`src/rtl/bes_pkg.sv`:
```
package bes_pkg;
  localparam logic [7:0] OP_PROG_SETUP   = 8'h40;
  localparam logic [7:0] OP_PROG_VERIFY  = 8'hC0;
  localparam logic [7:0] OP_ERASE_SETUP  = 8'h20;
  localparam logic [7:0] OP_ERASE_VERIFY = 8'hA0;
  localparam logic [7:0] OP_READ_ARRAY   = 8'h00;
  localparam logic [7:0] BYTE_CHARGED    = 8'h00;
  localparam logic [7:0] BYTE_ERASED     = 8'hFF;

  typedef enum logic [3:0] {
    S_IDLE, S_P_SETUP, S_P_DATA, S_P_WAIT, S_P_VCMD, S_P_READ, S_P_RESP,
    S_E_SET1, S_E_SET2, S_E_WAIT, S_V_CMD, S_V_READ, S_V_RESP,
    S_FINISH, S_DONE, S_FAIL
  } seq_state_e;
endpackage

```
`src/rtl/bes_pulse_timer.sv`:
```
module bes_pulse_timer #(
  parameter int W = 8
) (
  input  logic         clk,
  input  logic         rst_n,
  input  logic         load,
  input  logic [W-1:0] load_val,
  output logic         zero
);
  logic [W-1:0] cnt_q;

  always_ff @(posedge clk or negedge rst_n) begin
    if (!rst_n)           cnt_q <= '0;
    else if (load)        cnt_q <= load_val;
    else if (cnt_q != '0) cnt_q <= cnt_q - 1'b1;
  end

  assign zero = (cnt_q == '0);
endmodule

```
`src/rtl/bes_addr_track.sv`:
```
module bes_addr_track #(
  parameter int AW = 4
) (
  input  logic          clk,
  input  logic          rst_n,
  input  logic          clr_cur,
  input  logic          clr_resume,
  input  logic          inc,
  input  logic          restore,
  input  logic          save,
  output logic [AW-1:0] cur,
  output logic [AW-1:0] resume,
  output logic          at_last
);
  always_ff @(posedge clk or negedge rst_n) begin
    if (!rst_n)       cur <= '0;
    else if (clr_cur) cur <= '0;
    else if (restore) cur <= resume;
    else if (inc)     cur <= cur + 1'b1;
  end

  always_ff @(posedge clk or negedge rst_n) begin
    if (!rst_n)          resume <= '0;
    else if (clr_resume) resume <= '0;
    else if (save)       resume <= cur;
  end

  assign at_last = (cur == {AW{1'b1}});
endmodule

```
`src/rtl/bes_attempt_ctr.sv`:
```
module bes_attempt_ctr #(
  parameter int LIMIT = 25
) (
  input  logic clk,
  input  logic rst_n,
  input  logic clr,
  input  logic inc,
  output logic at_limit
);
  localparam int CW = $clog2(LIMIT + 1);
  localparam logic [CW-1:0] LIM = CW'(LIMIT);

  logic [CW-1:0] cnt_q;

  always_ff @(posedge clk or negedge rst_n) begin
    if (!rst_n)               cnt_q <= '0;
    else if (clr)             cnt_q <= '0;
    else if (inc && !at_limit) cnt_q <= cnt_q + 1'b1;
  end

  assign at_limit = (cnt_q >= LIM);
endmodule

```
`src/rtl/bulk_erase_seq.sv`:
```
module bulk_erase_seq
  import bes_pkg::*;
#(
  parameter int ADDR_W       = 4,
  parameter int PROG_CYCLES  = 8,
  parameter int ERASE_CYCLES = 20,
  parameter int MAX_PROG     = 25,
  parameter int MAX_ERASE    = 1000
) (
  input  logic              clk,
  input  logic              rst_n,
  input  logic              start,
  output logic              busy,
  output logic              done,
  output logic              error,
  output logic              cmd_valid,
  input  logic              cmd_ready,
  output logic              cmd_write,
  output logic [ADDR_W-1:0] cmd_addr,
  output logic [7:0]        cmd_data,
  input  logic              rsp_valid,
  output logic              rsp_ready,
  input  logic [7:0]        rsp_data
);
  localparam int LONGEST = (PROG_CYCLES > ERASE_CYCLES) ? PROG_CYCLES : ERASE_CYCLES;
  localparam int TW = $clog2(LONGEST + 1);
  localparam logic [TW-1:0] PROG_LOAD  = TW'(PROG_CYCLES - 1);
  localparam logic [TW-1:0] ERASE_LOAD = TW'(ERASE_CYCLES - 1);

  seq_state_e state_q, state_d;

  logic              cmd_fire, rsp_fire;
  logic              tmr_load, tmr_zero;
  logic [TW-1:0]     tmr_val;
  logic              a_clr_cur, a_clr_res, a_inc, a_restore, a_save, a_last;
  logic [ADDR_W-1:0] cur_addr, resume_q;
  logic              p_clr, p_inc, p_limit;
  logic              e_clr, e_inc, e_limit;

  assign cmd_fire = cmd_valid & cmd_ready;
  assign rsp_fire = rsp_valid & rsp_ready;

  bes_pulse_timer #(.W(TW)) u_timer (
    .clk(clk), .rst_n(rst_n), .load(tmr_load), .load_val(tmr_val), .zero(tmr_zero)
  );

  bes_addr_track #(.AW(ADDR_W)) u_addr (
    .clk(clk), .rst_n(rst_n), .clr_cur(a_clr_cur), .clr_resume(a_clr_res),
    .inc(a_inc), .restore(a_restore), .save(a_save),
    .cur(cur_addr), .resume(resume_q), .at_last(a_last)
  );

  bes_attempt_ctr #(.LIMIT(MAX_PROG)) u_prog_ctr (
    .clk(clk), .rst_n(rst_n), .clr(p_clr), .inc(p_inc), .at_limit(p_limit)
  );

  bes_attempt_ctr #(.LIMIT(MAX_ERASE)) u_erase_ctr (
    .clk(clk), .rst_n(rst_n), .clr(e_clr), .inc(e_inc), .at_limit(e_limit)
  );

  always_ff @(posedge clk or negedge rst_n) begin
    if (!rst_n) state_q <= S_IDLE;
    else        state_q <= state_d;
  end

  always_comb begin
    state_d   = state_q;
    cmd_valid = 1'b0;
    cmd_write = 1'b1;
    cmd_data  = OP_READ_ARRAY;
    rsp_ready = 1'b0;
    tmr_load  = 1'b0;
    tmr_val   = PROG_LOAD;
    a_clr_cur = 1'b0;
    a_clr_res = 1'b0;
    a_inc     = 1'b0;
    a_restore = 1'b0;
    a_save    = 1'b0;
    p_clr     = 1'b0;
    p_inc     = 1'b0;
    e_clr     = 1'b0;
    e_inc     = 1'b0;

    unique case (state_q)
      S_IDLE, S_DONE, S_FAIL: begin
        if (start) begin
          a_clr_cur = 1'b1;
          a_clr_res = 1'b1;
          p_clr     = 1'b1;
          e_clr     = 1'b1;
          state_d   = S_P_SETUP;
        end
      end
      S_P_SETUP: begin
        cmd_valid = 1'b1;
        cmd_data  = OP_PROG_SETUP;
        if (cmd_fire) state_d = S_P_DATA;
      end
      S_P_DATA: begin
        cmd_valid = 1'b1;
        cmd_data  = BYTE_CHARGED;
        if (cmd_fire) begin
          p_inc    = 1'b1;
          tmr_load = 1'b1;
          tmr_val  = PROG_LOAD;
          state_d  = S_P_WAIT;
        end
      end
      S_P_WAIT: begin
        if (tmr_zero) state_d = S_P_VCMD;
      end
      S_P_VCMD: begin
        cmd_valid = 1'b1;
        cmd_data  = OP_PROG_VERIFY;
        if (cmd_fire) state_d = S_P_READ;
      end
      S_P_READ: begin
        cmd_valid = 1'b1;
        cmd_write = 1'b0;
        if (cmd_fire) state_d = S_P_RESP;
      end
      S_P_RESP: begin
        rsp_ready = 1'b1;
        if (rsp_fire) begin
          if (rsp_data == BYTE_CHARGED) begin
            p_clr = 1'b1;
            if (a_last) begin
              a_clr_cur = 1'b1;
              state_d   = S_E_SET1;
            end else begin
              a_inc   = 1'b1;
              state_d = S_P_SETUP;
            end
          end else if (p_limit) begin
            state_d = S_FAIL;
          end else begin
            state_d = S_P_SETUP;
          end
        end
      end
      S_E_SET1: begin
        cmd_valid = 1'b1;
        cmd_data  = OP_ERASE_SETUP;
        if (cmd_fire) state_d = S_E_SET2;
      end
      S_E_SET2: begin
        cmd_valid = 1'b1;
        cmd_data  = OP_ERASE_SETUP;
        if (cmd_fire) begin
          e_inc    = 1'b1;
          tmr_load = 1'b1;
          tmr_val  = ERASE_LOAD;
          state_d  = S_E_WAIT;
        end
      end
      S_E_WAIT: begin
        if (tmr_zero) begin
          a_restore = 1'b1;
          state_d   = S_V_CMD;
        end
      end
      S_V_CMD: begin
        cmd_valid = 1'b1;
        cmd_data  = OP_ERASE_VERIFY;
        if (cmd_fire) state_d = S_V_READ;
      end
      S_V_READ: begin
        cmd_valid = 1'b1;
        cmd_write = 1'b0;
        if (cmd_fire) state_d = S_V_RESP;
      end
      S_V_RESP: begin
        rsp_ready = 1'b1;
        if (rsp_fire) begin
          if (rsp_data == BYTE_ERASED) begin
            if (a_last) begin
              state_d = S_FINISH;
            end else begin
              a_inc   = 1'b1;
              state_d = S_V_CMD;
            end
          end else begin
            a_save  = 1'b1;
            state_d = e_limit ? S_FAIL : S_E_SET1;
          end
        end
      end
      S_FINISH: begin
        cmd_valid = 1'b1;
        cmd_data  = OP_READ_ARRAY;
        if (cmd_fire) state_d = S_DONE;
      end
      default: state_d = S_IDLE;
    endcase
  end

  assign cmd_addr = cur_addr;
  assign busy     = !(state_q == S_IDLE || state_q == S_DONE || state_q == S_FAIL);
  assign done     = (state_q == S_DONE);
  assign error    = (state_q == S_FAIL);
endmodule

```
`config.mk`:
```
export PLATFORM = sky130hd
export DESIGN_NAME = bulk_erase_seq
export DESIGN_NICKNAME = d
export VERILOG_FILES = /design/src/rtl/bes_pkg.sv /design/src/rtl/bes_pulse_timer.sv /design/src/rtl/bes_addr_track.sv /design/src/rtl/bes_attempt_ctr.sv /design/src/rtl/bulk_erase_seq.sv
export SDC_FILE = /design/constraint.sdc
export NUM_CORES = 1
export LEC_CHECK = 0
export BUFFER_PORTS_ARGS = -buffer_cell sky130_fd_sc_hd__buf_2
export CORE_MARGIN = 2
export CORE_UTILIZATION = 61
export DETAILED_ROUTE_END_ITERATION = 8
export HOLD_SLACK_MARGIN = 0.12
export MAX_ROUTING_LAYER = met4
export PLACE_DENSITY_LB_ADDON = 0.3
export SYNTH_ARGS = -nofsm -noshare
export SYNTH_HDL_FRONTEND = slang
export SYNTH_SLANG_ARGS = --single-unit
```
`constraint.sdc`:
```
create_clock -name clk -period 5.05 [get_ports clk]
set_input_delay 0.505 -clock clk [delete_from_list [all_inputs] [get_ports clk]]
set_output_delay 0.505 -clock clk [all_outputs]
set_load 0.01 [all_outputs]
```
==> impl_results.rst <==
.. list-table::
   :header-rows: 1

   * - Metric
     - Value
   * - Most frequent standard cell in the layout excluding fill and tap cells
     - sky130_fd_sc_hd__nor2_1
   * - Die area
     - a little over 0.004 mm²
   * - Synth Area per Inst
     - 8.48 µm²
   * - Worst hold path class
     - in -> async
   * - Fraction of layout cells with a size suffix above 1
     - 14.1%
   * - Crit path kind
     - reg -> reg
   * - Cts bufs inserted
     - 5
   * - Grt ovf
     - 0
   * - Clock latency reported for the late side of the worst-skew pair
     - 0.34 ns
   * - CP delay by family, top
     - simple AND/OR/NAND/NOR gates
   * - Max Transition Viols Final
     - 0
   * - Number of design-rule violations left by the first detailed-router iteration
     - ~110
   * - Achievable clock frequency
     - 367 MHz
   * - Antenna diode count
     - 0
   * - Fraction of registers with async set/reset
     - 100%
   * - Routability cong.
     - just under 0.9
   * - Synth Instances
     - roughly 250
   * - Routed vias/inst
     - 5.82
   * - Mean routed wirelength per cell
     - between 10 and 15 µm
   * - Setup skew after layout
     - 0.0151 ns
   * - Horiz. Die Dim
     - 63.4 µm
   * - Util after Layout
     - between 60% and 70%
   * - Period utilisation layout
     - 53.9%
   * - Final-report setup violation count
     - 0
   * - Predominant post-synthesis flop cell
     - sky130_fd_sc_hd__dfrtp_1
   * - Critical-path cell with the highest stage delay
     - sky130_fd_sc_hd__nor2b_1
   * - Count of filler cells inserted in the layout
     - 299
   * - Cell Chain, Critical Path
     - or4_1, and2_1, nor2b_1, o21bai_1, a211oi_1
   * - Number of register bits inferred by synthesis
     - 32
   * - Endpoint class of the critical path
     - register
   * - Number of ports placed on the die boundary
     - 31
   * - Pleak
     - 1.03 nW
   * - Number of iterations in the first detailed-routing pass
     - 4
   * - Sequential area share after synthesis
     - between 30% and 40%
   * - Via count of the first global-routing pass
     - 1770
   * - Clock H-tree levels
     - 2
   * - Unrepaired setup endpoints after global routing
     - no
   * - Number of violations of the max-capacitance limit
     - 0
   * - IO Port Bufs
     - 25
   * - Slack of the worst reg-to-reg path
     - 2.33 ns
   * - Maximum fanout encountered on the critical timing path
     - 22
   * - Core outline area
     - 0.00336 mm²
   * - HPWL reported at the end of detailed placement
     - 3.23 mm
   * - Number of antenna violations at the first check in global routing
     - 0
   * - Hold_buf cts
     - 0
   * - Final wirelength
     - roughly 4.4 mm
   * - Worst endpoint required time
     - 5.25 ns
   * - Vias after detailed routing
     - 1873
   * - Clock transition at the registers of the reported paths
     - 0.11 ns
   * - Initial core utilization
     - 64.0%
   * - Num Clock Sinks
     - 32
   * - Number of remaining DRC errors
     - 0
   * - Count of warnings emitted by yosys
     - 0
   * - Routed Antenna Nets
     - 0
   * - Longest individual stage delay on the worst path
     - 0.76 ns
   * - Mapped cell area
     - 0.00215 mm²
   * - Run status
     - completed
   * - Post-synthesis to final-layout area growth
     - 7.73%
   * - WP buf/inv
     - 0
   * - Yosys cell types
     - 53
   * - Clock Tree Buf Depth
     - 2
   * - First-pass GRT wire length
     - 7.82 mm
   * - Setup TNS
     - 0 ns
   * - Post-cts sizing count
     - 0
   * - Final number of hold-violating endpoints
     - 0
   * - Startpoint class of the critical path
     - register
   * - Setup fix buffers added after clock tree synthesis
     - 0
   * - Worst-case vdd ir drop
     - ~320 µV
   * - Overall routing resource usage
     - 25.3%
   * - Power density of the placed cells
     - between 500 and 600 mW/mm²
   * - Leading cell types in the layout, fill and taps excluded
     - sky130_fd_sc_hd__nor2_1, sky130_fd_sc_hd__dfrtp_1, sky130_fd_sc_hd__buf_2, sky130_fd_sc_hd__inv_1, sky130_fd_sc_hd__xnor2_1
   * - Die Ht
     - 63.4 µm
   * - Nets@finish
     - 295
   * - Slew at the pin with the worst max-slew slack
     - 0.986 ns
   * - Final worst path period need
     - 2.72 ns
   * - Worst slew slack as a fraction of its limit
     - 34.1%
   * - Root Buffer
     - sky130_fd_sc_hd__clkbuf_4
   * - Total number of placement rows
     - 21
   * - Number of synthesized flops with an enable pin
     - 0
   * - Pin count of the biggest net entering global routing
     - 33
   * - CTS tree
     - built
   * - Arr. time, crit path
     - 2.93 ns
[worst reg2reg max path: stages, from the launching register on]
cell	delay [ns]
sky130_fd_sc_hd__dfrtp_1	0.64
sky130_fd_sc_hd__or4_1	0.63
sky130_fd_sc_hd__and2_1	0.18
sky130_fd_sc_hd__nor2b_1	0.76
sky130_fd_sc_hd__o21bai_1	0.30
sky130_fd_sc_hd__a211oi_1	0.09
[through the flow]
| stage | area (µm²) | cells | hold WS [ns] | power, mW | worst slack, ns |
|---|---|---|---|---|---|
| floorplan | 2170 | 258 | 0.209 | 0.903 | 2.87 |
| global placement | 2260 | 314 | 0.479 | 1.01 | 2.39 |
| detailed placement | 2260 | 314 | 0.489 | 1.03 | 2.37 |
| CTS | 2320 | 322 | 0.217 | 1.18 | 2.35 |
| global route | 2320 | 322 | 0.257 | 1.29 | 2.11 |
| finish | 2320 | 322 | 0.203 | 1.18 | 2.33 |
[synth_stat cells, types with 7 or more instances]
cell type | instances | area (µm²)
sky130_fd_sc_hd__xnor2_1 | 16 | 140
sky130_fd_sc_hd__nor4_1 | 8 | 50.1
sky130_fd_sc_hd__inv_1 | 19 | 71.3
sky130_fd_sc_hd__nand2_1 | 15 | 56.3
sky130_fd_sc_hd__a211oi_1 | 7 | 52.6
sky130_fd_sc_hd__o21ai_0 | 9 | 45.0
sky130_fd_sc_hd__a21oi_1 | 8 | 40.0
sky130_fd_sc_hd__nor2_1 | 36 | 135
sky130_fd_sc_hd__ha_1 | 7 | 87.6
sky130_fd_sc_hd__dfrtp_1 | 32 | 801
sky130_fd_sc_hd__nor3_1 | 7 | 35.0
sky130_fd_sc_hd__nand3_1 | 13 | 65.1
[report_power, final]
group | switching [mW] | leakage (nW) | internal, mW
Clock | 0.0890 | 0.0380 | 0.0662
Sequential | 0.147 | 0.419 | 0.337
Combinational | 0.279 | 0.577 | 0.262
[state kept, by name (all words and copies together) (netlist names)]
name,count
u_addr.resume,4
u_prog_ctr.cnt_q,5
u_erase_ctr.cnt_q,10
u_addr.cur,4
state_q,4
u_timer.cnt_q,5
[routing by layer]
metal | up-vias | global-route usage [%] | wire length (µm)
li1 | 929 | - | -
met3 | 9 | 4.11 | 161
met5 | - | - | 0
met1 | 884 | 32.9 | 2020
met2 | 51 | 39.5 | 2110
met4 | 0 | 10.6 | 90
[final timing paths]
path | startpoint | cells past startpoint | to
setup / recovery | state_q[1]$_DFFE_PN0P_ | 5 | u_addr.cur[3]$_DFFE_PN0P_
hold / removal | rst_n | 1 | u_erase_ctr.cnt_q[5]$_DFFE_PN0P_
setup reg to reg | state_q[1]$_DFFE_PN0P_ | 5 | u_addr.cur[3]$_DFFE_PN0P_
hold reg to reg | u_erase_ctr.cnt_q[9]$_DFFE_PN0P_ | 2 | u_erase_ctr.cnt_q[9]$_DFFE_PN0P_
max in group asynchronous | rst_n | 1 | u_addr.resume[1]$_DFFE_PN0P_
min in group clk | u_erase_ctr.cnt_q[9]$_DFFE_PN0P_ | 2 | u_erase_ctr.cnt_q[9]$_DFFE_PN0P_
[cell type report]
cell class                      instances  area (µm²)  share of cell area [%]
Timing Repair Buffer                   25         125                    5.39
Clock inverter                          2        10.0                   0.432
Tap cell                               46        57.6                    2.48
Sequential cell                        32         801                    34.5
Multi-Input combinational cell        192        1200                    51.9
Clock buffer                            6        51.3                    2.21
Inverter                               19        71.3                    3.07
[logic make-up after synthesis]
kind of cell | Yosys count | synth area share (%)
adder cells (fa/ha/maj) | 7 | 4.07
flip-flops | 32 | 37.2
XOR/XNOR | 17 | 6.91
buffers and inverters | 34 | 7.61
other | 1 | 0.174
AO/OA/AOI/OAI | 49 | 15.7
AND/OR/NAND/NOR | 109 | 25.9
multiplexers | 5 | 2.44
No activity file was read; power rests on OpenSTA's default activity.
